**config.mk**
```make
export PLATFORM = sky130hd
export DESIGN_NAME = qdac_regif
export DESIGN_NICKNAME = d
export VERILOG_FILES = /design/src/rtl/qdac_pkg.sv /design/src/rtl/qdac_sync.sv /design/src/rtl/qdac_evt.sv /design/src/rtl/qdac_bank.sv /design/src/rtl/qdac_rdout.sv /design/src/rtl/qdac_regif.sv
export SDC_FILE = /design/constraint.sdc
export NUM_CORES = 1
export LEC_CHECK = 0
export CAP_MARGIN = 10
export CORE_MARGIN = 2
export CORE_UTILIZATION = 45
export CTS_CLUSTER_DIAMETER = 40
export DETAILED_ROUTE_END_ITERATION = 12
export PLACE_DENSITY = 0.63
export SYNTH_ARGS = -nofsm -noshare
export SYNTH_HDL_FRONTEND = slang
export SYNTH_SLANG_ARGS = --single-unit
```
**constraint.sdc**
```tcl
create_clock -name clk -period 2.13 [get_ports clk]
set_input_delay 0.426 -clock clk [delete_from_list [all_inputs] [get_ports clk]]
set_output_delay 0.426 -clock clk [all_outputs]
set_load 0.05 [all_outputs]
```
**src/rtl/qdac_pkg.sv**
```systemverilog
package qdac_pkg;
  localparam int CH_N  = 4;
  localparam int DW    = 12;
  localparam int NIB_W = 4;
  localparam int NQ    = DW / NIB_W;
  localparam int AW    = $clog2(CH_N);

  typedef logic [DW-1:0] word_t;
  typedef logic [AW-1:0] chan_t;
  typedef logic [NQ-1:0] qsel_t;

  typedef struct packed {
    logic cs_n;
    logic ls_n;
    logic rd_n;
    logic clr_n;
    logic mode_n;
    logic tr_n;
  } ctl_t;

  localparam int CTL_W  = $bits(ctl_t);
  localparam int DATA_W = AW + NQ + DW;

  // Bit mask of the word positions a write touches.
  function automatic word_t quad_mask(qsel_t qsel_n);
    word_t m;
    m = '0;
    if (&qsel_n) begin
      m = '1;
    end else begin
      for (int q = 0; q < NQ; q++) begin
        if (!qsel_n[q]) m[q*NIB_W +: NIB_W] = '1;
      end
    end
    return m;
  endfunction

  function automatic word_t quad_merge(word_t old_w, word_t new_w, qsel_t qsel_n);
    word_t m;
    m = quad_mask(qsel_n);
    return (new_w & m) | (old_w & ~m);
  endfunction
endpackage

```
**src/rtl/qdac_sync.sv**
```systemverilog
module qdac_sync #(
  parameter int W = 1,
  parameter int STAGES = 2,
  parameter logic [W-1:0] RST_VAL = '0
) (
  input  logic         clk,
  input  logic         arst_n,
  input  logic [W-1:0] d,
  output logic [W-1:0] q
);
  logic [W-1:0] stage [STAGES];

  generate
    for (genvar i = 0; i < STAGES; i++) begin : g_stage
      if (i == 0) begin : g_first
        always_ff @(posedge clk or negedge arst_n) begin
          if (!arst_n) stage[i] <= RST_VAL;
          else         stage[i] <= d;
        end
      end else begin : g_next
        always_ff @(posedge clk or negedge arst_n) begin
          if (!arst_n) stage[i] <= RST_VAL;
          else         stage[i] <= stage[i-1];
        end
      end
    end
  endgenerate

  assign q = stage[STAGES-1];
endmodule

```
**src/rtl/qdac_evt.sv**
```systemverilog
module qdac_evt
  import qdac_pkg::*;
(
  input  logic clk,
  input  logic arst_n,
  input  ctl_t s_ctl,
  output logic ev_clr,
  output logic ev_cap,
  output logic ev_xfer,
  output logic rb_act
);
  logic p_cs_n;
  logic p_ls_n;
  logic wr_ok;
  logic cs_fall;
  logic ls_rise;

  always_ff @(posedge clk or negedge arst_n) begin
    if (!arst_n) begin
      p_cs_n <= 1'b1;
      p_ls_n <= 1'b1;
    end else begin
      p_cs_n <= s_ctl.cs_n;
      p_ls_n <= s_ctl.ls_n;
    end
  end

  always_comb begin
    cs_fall = p_cs_n & ~s_ctl.cs_n;
    ls_rise = ~p_ls_n & s_ctl.ls_n;
    wr_ok   = s_ctl.clr_n & s_ctl.rd_n & s_ctl.mode_n & s_ctl.tr_n;
    ev_clr  = ~s_ctl.clr_n & ~s_ctl.cs_n;
    ev_cap  = wr_ok & cs_fall & ~s_ctl.ls_n;
    ev_xfer = wr_ok & ls_rise & ~s_ctl.cs_n;
    rb_act  = s_ctl.clr_n & ~s_ctl.rd_n & ~s_ctl.cs_n;
  end
endmodule

```
**src/rtl/qdac_bank.sv**
```systemverilog
module qdac_bank
  import qdac_pkg::*;
(
  input  logic  clk,
  input  logic  arst_n,
  input  logic  ev_clr,
  input  logic  ev_cap,
  input  logic  ev_xfer,
  input  chan_t chan,
  input  qsel_t qsel_n,
  input  word_t din,
  output word_t out_rank [CH_N]
);
  generate
    for (genvar c = 0; c < CH_N; c++) begin : g_ch
      word_t in_q;
      word_t out_q;
      logic  hit;

      assign hit = (chan == chan_t'(c));

      always_ff @(posedge clk or negedge arst_n) begin
        if (!arst_n) begin
          in_q  <= '0;
          out_q <= '0;
        end else if (ev_clr) begin
          in_q  <= '0;
          out_q <= '0;
        end else begin
          if (ev_cap && hit)  in_q  <= quad_merge(in_q, din, qsel_n);
          if (ev_xfer && hit) out_q <= in_q;
        end
      end

      assign out_rank[c] = out_q;
    end
  endgenerate
endmodule

```
**src/rtl/qdac_rdout.sv**
```systemverilog
module qdac_rdout
  import qdac_pkg::*;
(
  input  logic  clk,
  input  logic  arst_n,
  input  logic  rb_act,
  input  chan_t chan,
  input  word_t out_rank [CH_N],
  output word_t dout,
  output logic  dout_oe,
  output logic  rd_valid
);
  always_ff @(posedge clk or negedge arst_n) begin
    if (!arst_n) begin
      dout     <= '0;
      dout_oe  <= 1'b0;
      rd_valid <= 1'b0;
    end else if (rb_act) begin
      dout     <= out_rank[chan];
      dout_oe  <= 1'b1;
      rd_valid <= 1'b1;
    end else begin
      dout     <= '0;
      dout_oe  <= 1'b0;
      rd_valid <= 1'b0;
    end
  end
endmodule

```
**src/rtl/qdac_regif.sv**
```systemverilog
module qdac_regif
  import qdac_pkg::*;
#(
  parameter int SYNC_STAGES = 2
) (
  input  logic          clk,
  input  logic          arst_n,
  input  logic          cs_n,
  input  logic          ls_n,
  input  logic          rd_n,
  input  logic          clr_n,
  input  logic          mode_n,
  input  logic          tr_n,
  input  logic [NQ-1:0] qsel_n,
  input  logic [AW-1:0] chan,
  input  logic [DW-1:0] din,
  output logic [DW-1:0] dout,
  output logic          dout_oe,
  output logic          rd_valid
);
  ctl_t              a_ctl;
  ctl_t              s_ctl;
  logic [CTL_W-1:0]  s_ctl_raw;
  logic [DATA_W-1:0] s_data;
  chan_t             s_chan;
  qsel_t             s_qsel_n;
  word_t             s_din;
  logic              ev_clr;
  logic              ev_cap;
  logic              ev_xfer;
  logic              rb_act;
  word_t             out_rank [CH_N];

  always_comb begin
    a_ctl.cs_n   = cs_n;
    a_ctl.ls_n   = ls_n;
    a_ctl.rd_n   = rd_n;
    a_ctl.clr_n  = clr_n;
    a_ctl.mode_n = mode_n;
    a_ctl.tr_n   = tr_n;
  end

  qdac_sync #(.W(CTL_W), .STAGES(SYNC_STAGES), .RST_VAL({CTL_W{1'b1}})) u_sync_ctl (
    .clk(clk), .arst_n(arst_n), .d(a_ctl), .q(s_ctl_raw)
  );
  assign s_ctl = ctl_t'(s_ctl_raw);

  qdac_sync #(.W(DATA_W), .STAGES(SYNC_STAGES), .RST_VAL({DATA_W{1'b0}})) u_sync_data (
    .clk(clk), .arst_n(arst_n), .d({chan, qsel_n, din}), .q(s_data)
  );
  assign {s_chan, s_qsel_n, s_din} = s_data;

  qdac_evt u_evt (
    .clk(clk), .arst_n(arst_n), .s_ctl(s_ctl),
    .ev_clr(ev_clr), .ev_cap(ev_cap), .ev_xfer(ev_xfer), .rb_act(rb_act)
  );

  qdac_bank u_bank (
    .clk(clk), .arst_n(arst_n),
    .ev_clr(ev_clr), .ev_cap(ev_cap), .ev_xfer(ev_xfer),
    .chan(s_chan), .qsel_n(s_qsel_n), .din(s_din),
    .out_rank(out_rank)
  );

  qdac_rdout u_rdout (
    .clk(clk), .arst_n(arst_n), .rb_act(rb_act), .chan(s_chan),
    .out_rank(out_rank),
    .dout(dout), .dout_oe(dout_oe), .rd_valid(rd_valid)
  );
endmodule

```
==> summary.md, run 1 <==
| Metric | Value |
|---|---|
| Clock root buffer | sky130_fd_sc_hd__clkbuf_16 |
| Total CTS buffers | 17 |
| Most frequently used cell type in the post-synthesis netlist | sky130_fd_sc_hd__dfrtp_1 |
| Timing-limited maximum frequency | 0.508 GHz |
| TritonCTS clock tree | done |
| List of most frequent post-synthesis cells | sky130_fd_sc_hd__dfrtp_1, sky130_fd_sc_hd__nand2_1, sky130_fd_sc_hd__o21ai_0 |
| Arrival time at the worst endpoint | 1.54 ns |
| WHS | 0.346 ns |
| Initial antenna violation count | 0 |
| Beginning of the worst hold path | u_sync_data.stage[23] |
| Relative area change from synthesis to final layout | 20.1% |
| Period Utilization, post-route | 92.4% |
| Async S/R FF share, synth | 100% |
| CP top delay family | buffers and inverters |
| Final critical path time including I/O delays and setup | 1.97 ns |
| Maximum resistive drop on vdd | 0.549 mV |
| Final Slew Violations | 0 |
| Cells along the critical path | clkdlybuf4s50_1 |
| Iteration count of the initial detailed-routing pass | 5 |
| Fraction of the yosys area taken by sequential cells | 65.2% |
| Setup slack at placement | 0.363 ns |
| Final Hold Violating Endpoints | 0 |
| Number of setup violations in the final report | 0 |
| H-tree levels | 4 |
| Hold Path Stages | 0 |
| Number of enable-type register cells in the synthesized netlist | 0 |
| Number of sinks on the clock net | 157 |
| Critical path endpoint category | output pin |
| Global Route Usage Sum | 18.2% |
| Clock Skew | 0.0151 ns |
| Remaining global-route overflow | 0 |
| Iter 0 DRT Violations | 284 |
| Final instance area | 7280 sq um |
| Leading post-synthesis cells by cell area | sky130_fd_sc_hd__dfrtp_1, sky130_fd_sc_hd__dfstp_2, sky130_fd_sc_hd__nand2_1 |
| Count of buffers added by post-CTS timing repair for setup | 0 |
| Number of distinct library cell variants in the gate-level netlist after synthesis | 34 |
| Start of the worst register-to-register path | u_sync_ctl.q[2] |
| Maximum fanout encountered on the critical timing path | 2 |
| Synth Cell Area | 6060 sq um |
| Cell area after placement | 6660 sq um |
| Clk pin slew, worst setup/hold paths | 0.06 ns |
| Number of maximum-capacitance constraint violations | 0 |
| Area enclosed by the die boundary | 14400 sq um |
| Min-delay worst type | register to register |
| Antenna Diode Count | 0 |
| Width of the die | 120 um |
| Outcome | complete, no violations |
| End-of-flow core utilization | 55.2% |
| DRC violations left | 0 |
| Via count | 3623 |
| Initial Utilization | 45.9% |
| Predominant post-synthesis flop cell | sky130_fd_sc_hd__dfrtp_1 |
| I/O pin cnt | 39 |
| Mean instance size in the synthesized netlist | 12.8 sq um |
| Worst Setup Slack, final | 0.162 ns |
| Power density over the cells | 880 nW/um^2 |
| Final routed wire length divided by cell count | 16.5 um |
| Core area | 13200 sq um |
| Synth area leader | sky130_fd_sc_hd__dfrtp_1 |
| Vias per cell | 5.13 |
| Post-synth net total | 497 |
| Delay of the slowest critical-path stage | 0.80 ns |
| Worst rel slew slack | 33.7% |
| Critical Setup Path Class | register to output pin |
| Data required time of the critical path | 1.70 ns |
| Quantity of I/O buffers inserted on ports | 38 |
| Die height | 120 um |
| Least-Margin Pin Slew | 0.991 ns |
| Largest net degree at the start of global routing | 56 |
| CP Buf/Inv Count | 1 |
| Share of Yosys cell area claimed by the top area cell type | 59.1% |
| Clock tree buffer depth | 2 |
| Via count of the first global-routing pass | 3759 |
| Worst-skew pair later-pin latency | 0.41 ns |
| Leakage power | 3.10 nW |
| Synthesized flop and latch total | 157 |
| Number of routed nets with antenna violations | 0 |
| Startpoint class of the critical path | register |
| Cells after synthesis | 472 |
| Wire length of the first global-routing pass | 20.1 mm |
| Sum of negative setup slack | 0 ns |
| Cell with the largest stage delay on the worst path | sky130_fd_sc_hd__clkdlybuf4s50_1 |
| Total wire length | 11.7 mm |
| Setup repair after global routing missed its margin | false |
| Layout Nets | 542 |
| Final HPWL DP | 7.82 mm |
| Number of rows created at floorplan | 42 |
| Worst flop-to-flop path endpoint | u_bank.g_ch[1].in_q[4] |
| Endpoint, Worst Hold | u_sync_data.q[6] |
| Yosys warning total | 0 |
| Worst-case register-to-register setup slack | 0.31 ns |
| Worst reg2reg path depth | 4 |
| Share of layout cells above drive strength 1 | 17.9% |
| Final weighted congestion in routability-driven placement | 0.861 |
## area by class of cell
| type | instances | area [sq um] |
|---|---|---|
| Clock buffer | 19 | 443 |
| Clock inverter | 13 | 168 |
| Fill cell | 1092 | 5910 |
| Inverter | 17 | 63.8 |
| Multi-Input combinational cell | 272 | 1910 |
| Sequential cell | 157 | 3950 |
| Tap cell | 176 | 220 |
| Timing Repair Buffer | 52 | 527 |
## layout by cell type (no fill, tap or decap), drive strengths merged
cell type	count
dfstp	14
o2bb2ai	32
a21boi	1
nor2	3
and2	1
inv	17
clkdlybuf4s50	37
clkinv	5
mux2i	12
buf	14
clkbuf	19
nand2b	2
nor2b	12
nand2	83
dfrtp	143
bufinv	3
or3b	1
dlygate4sd3	1
nand4bb	2
and3	1
nand3	41
clkinvlp	5
o221ai	8
nor4	1
or2	1
mux4	12
and2b	2
o21ai	53
nor3	2
and4bb	2
## metrics by stage
stage               std cells  total power [mW]
floorplan                 472              3.25
global placement          673              3.40
detailed placement        673              3.40
CTS                       706              6.50
global route              706              6.66
finish                    706              6.40
## worst max path at each step
stage                    start                 endpoint  slack [ns]  cells past startpoint
2_1_floorplan  u_sync_ctl.q[0]  u_bank.g_ch[2].out_q[8]        0.61                      6
3_3_place_gp   u_sync_ctl.q[5]   u_bank.g_ch[1].in_q[0]        0.36                      3
3_5_place_dp   u_sync_ctl.q[2]   u_bank.g_ch[1].in_q[1]        0.36                      4
4_1_cts        u_rdout.dout_oe                  dout_oe        0.13                      1
5_1_grt        u_rdout.dout_oe                  dout_oe        0.09                      1
6_report       u_rdout.dout_oe                  dout_oe        0.16                      1
## state kept, by name (all words and copies together) (netlist names)
register	cells
u_bank.g_ch.in_q	48
u_bank.g_ch.out_q	48
u_sync_data.q	17
u_sync_data.stage	17
u_rdout.dout	12
u_sync_ctl.q	6
u_sync_ctl.stage	6
u_evt.p_cs_n	1
u_evt.p_ls_n	1
u_rdout.dout_oe	1
## where the power goes
| part | leakage, nW | total (mW) | switching (mW) | internal, mW |
|---|---|---|---|---|
| Clock | 0.281 | 3.06 | 1.18 | 1.88 |
| Combinational | 0.752 | 0.273 | 0.177 | 0.0962 |
| Sequential | 2.07 | 3.07 | 0.0289 | 3.05 |
| Total | 3.10 | 6.40 | 1.38 | 5.02 |
## metal layers
layer | wire, um | part of all wire, % | GRT usage [%] | vias up
li1 | - | - | - | 1747
met1 | 5670 | 49 | 28.0 | 1775
met2 | 5310 | 46 | 25.4 | 91
met3 | 529 | 4.5 | 4.04 | 10
met4 | 158 | 1.4 | 6.91 | 0
met5 | 0 | 0 | 0 | -
## cell families after synthesis
logic type / count (synthesis) / synth area share (%)
flops: 157 / 65.2
simple gates: 154 / 13.9
buf+inv: 43 / 3.33
mux: 24 / 6.45
compound gates: 94 / 11.1
## what timing repair did
action / in CTS / in global routing
hold buffers: 1 / 0
gates resized for setup: 0 / 0
hold endpoints to repair: 26 / 0
No activity file was read; power rests on OpenSTA's default activity.
==> run 2: changes to the inputs <==
- ABC_CLOCK_PERIOD_IN_PS: unset -> 2130
==> results of run 2 <==
Final layout, timing and power as in run 1 (identical DEF).
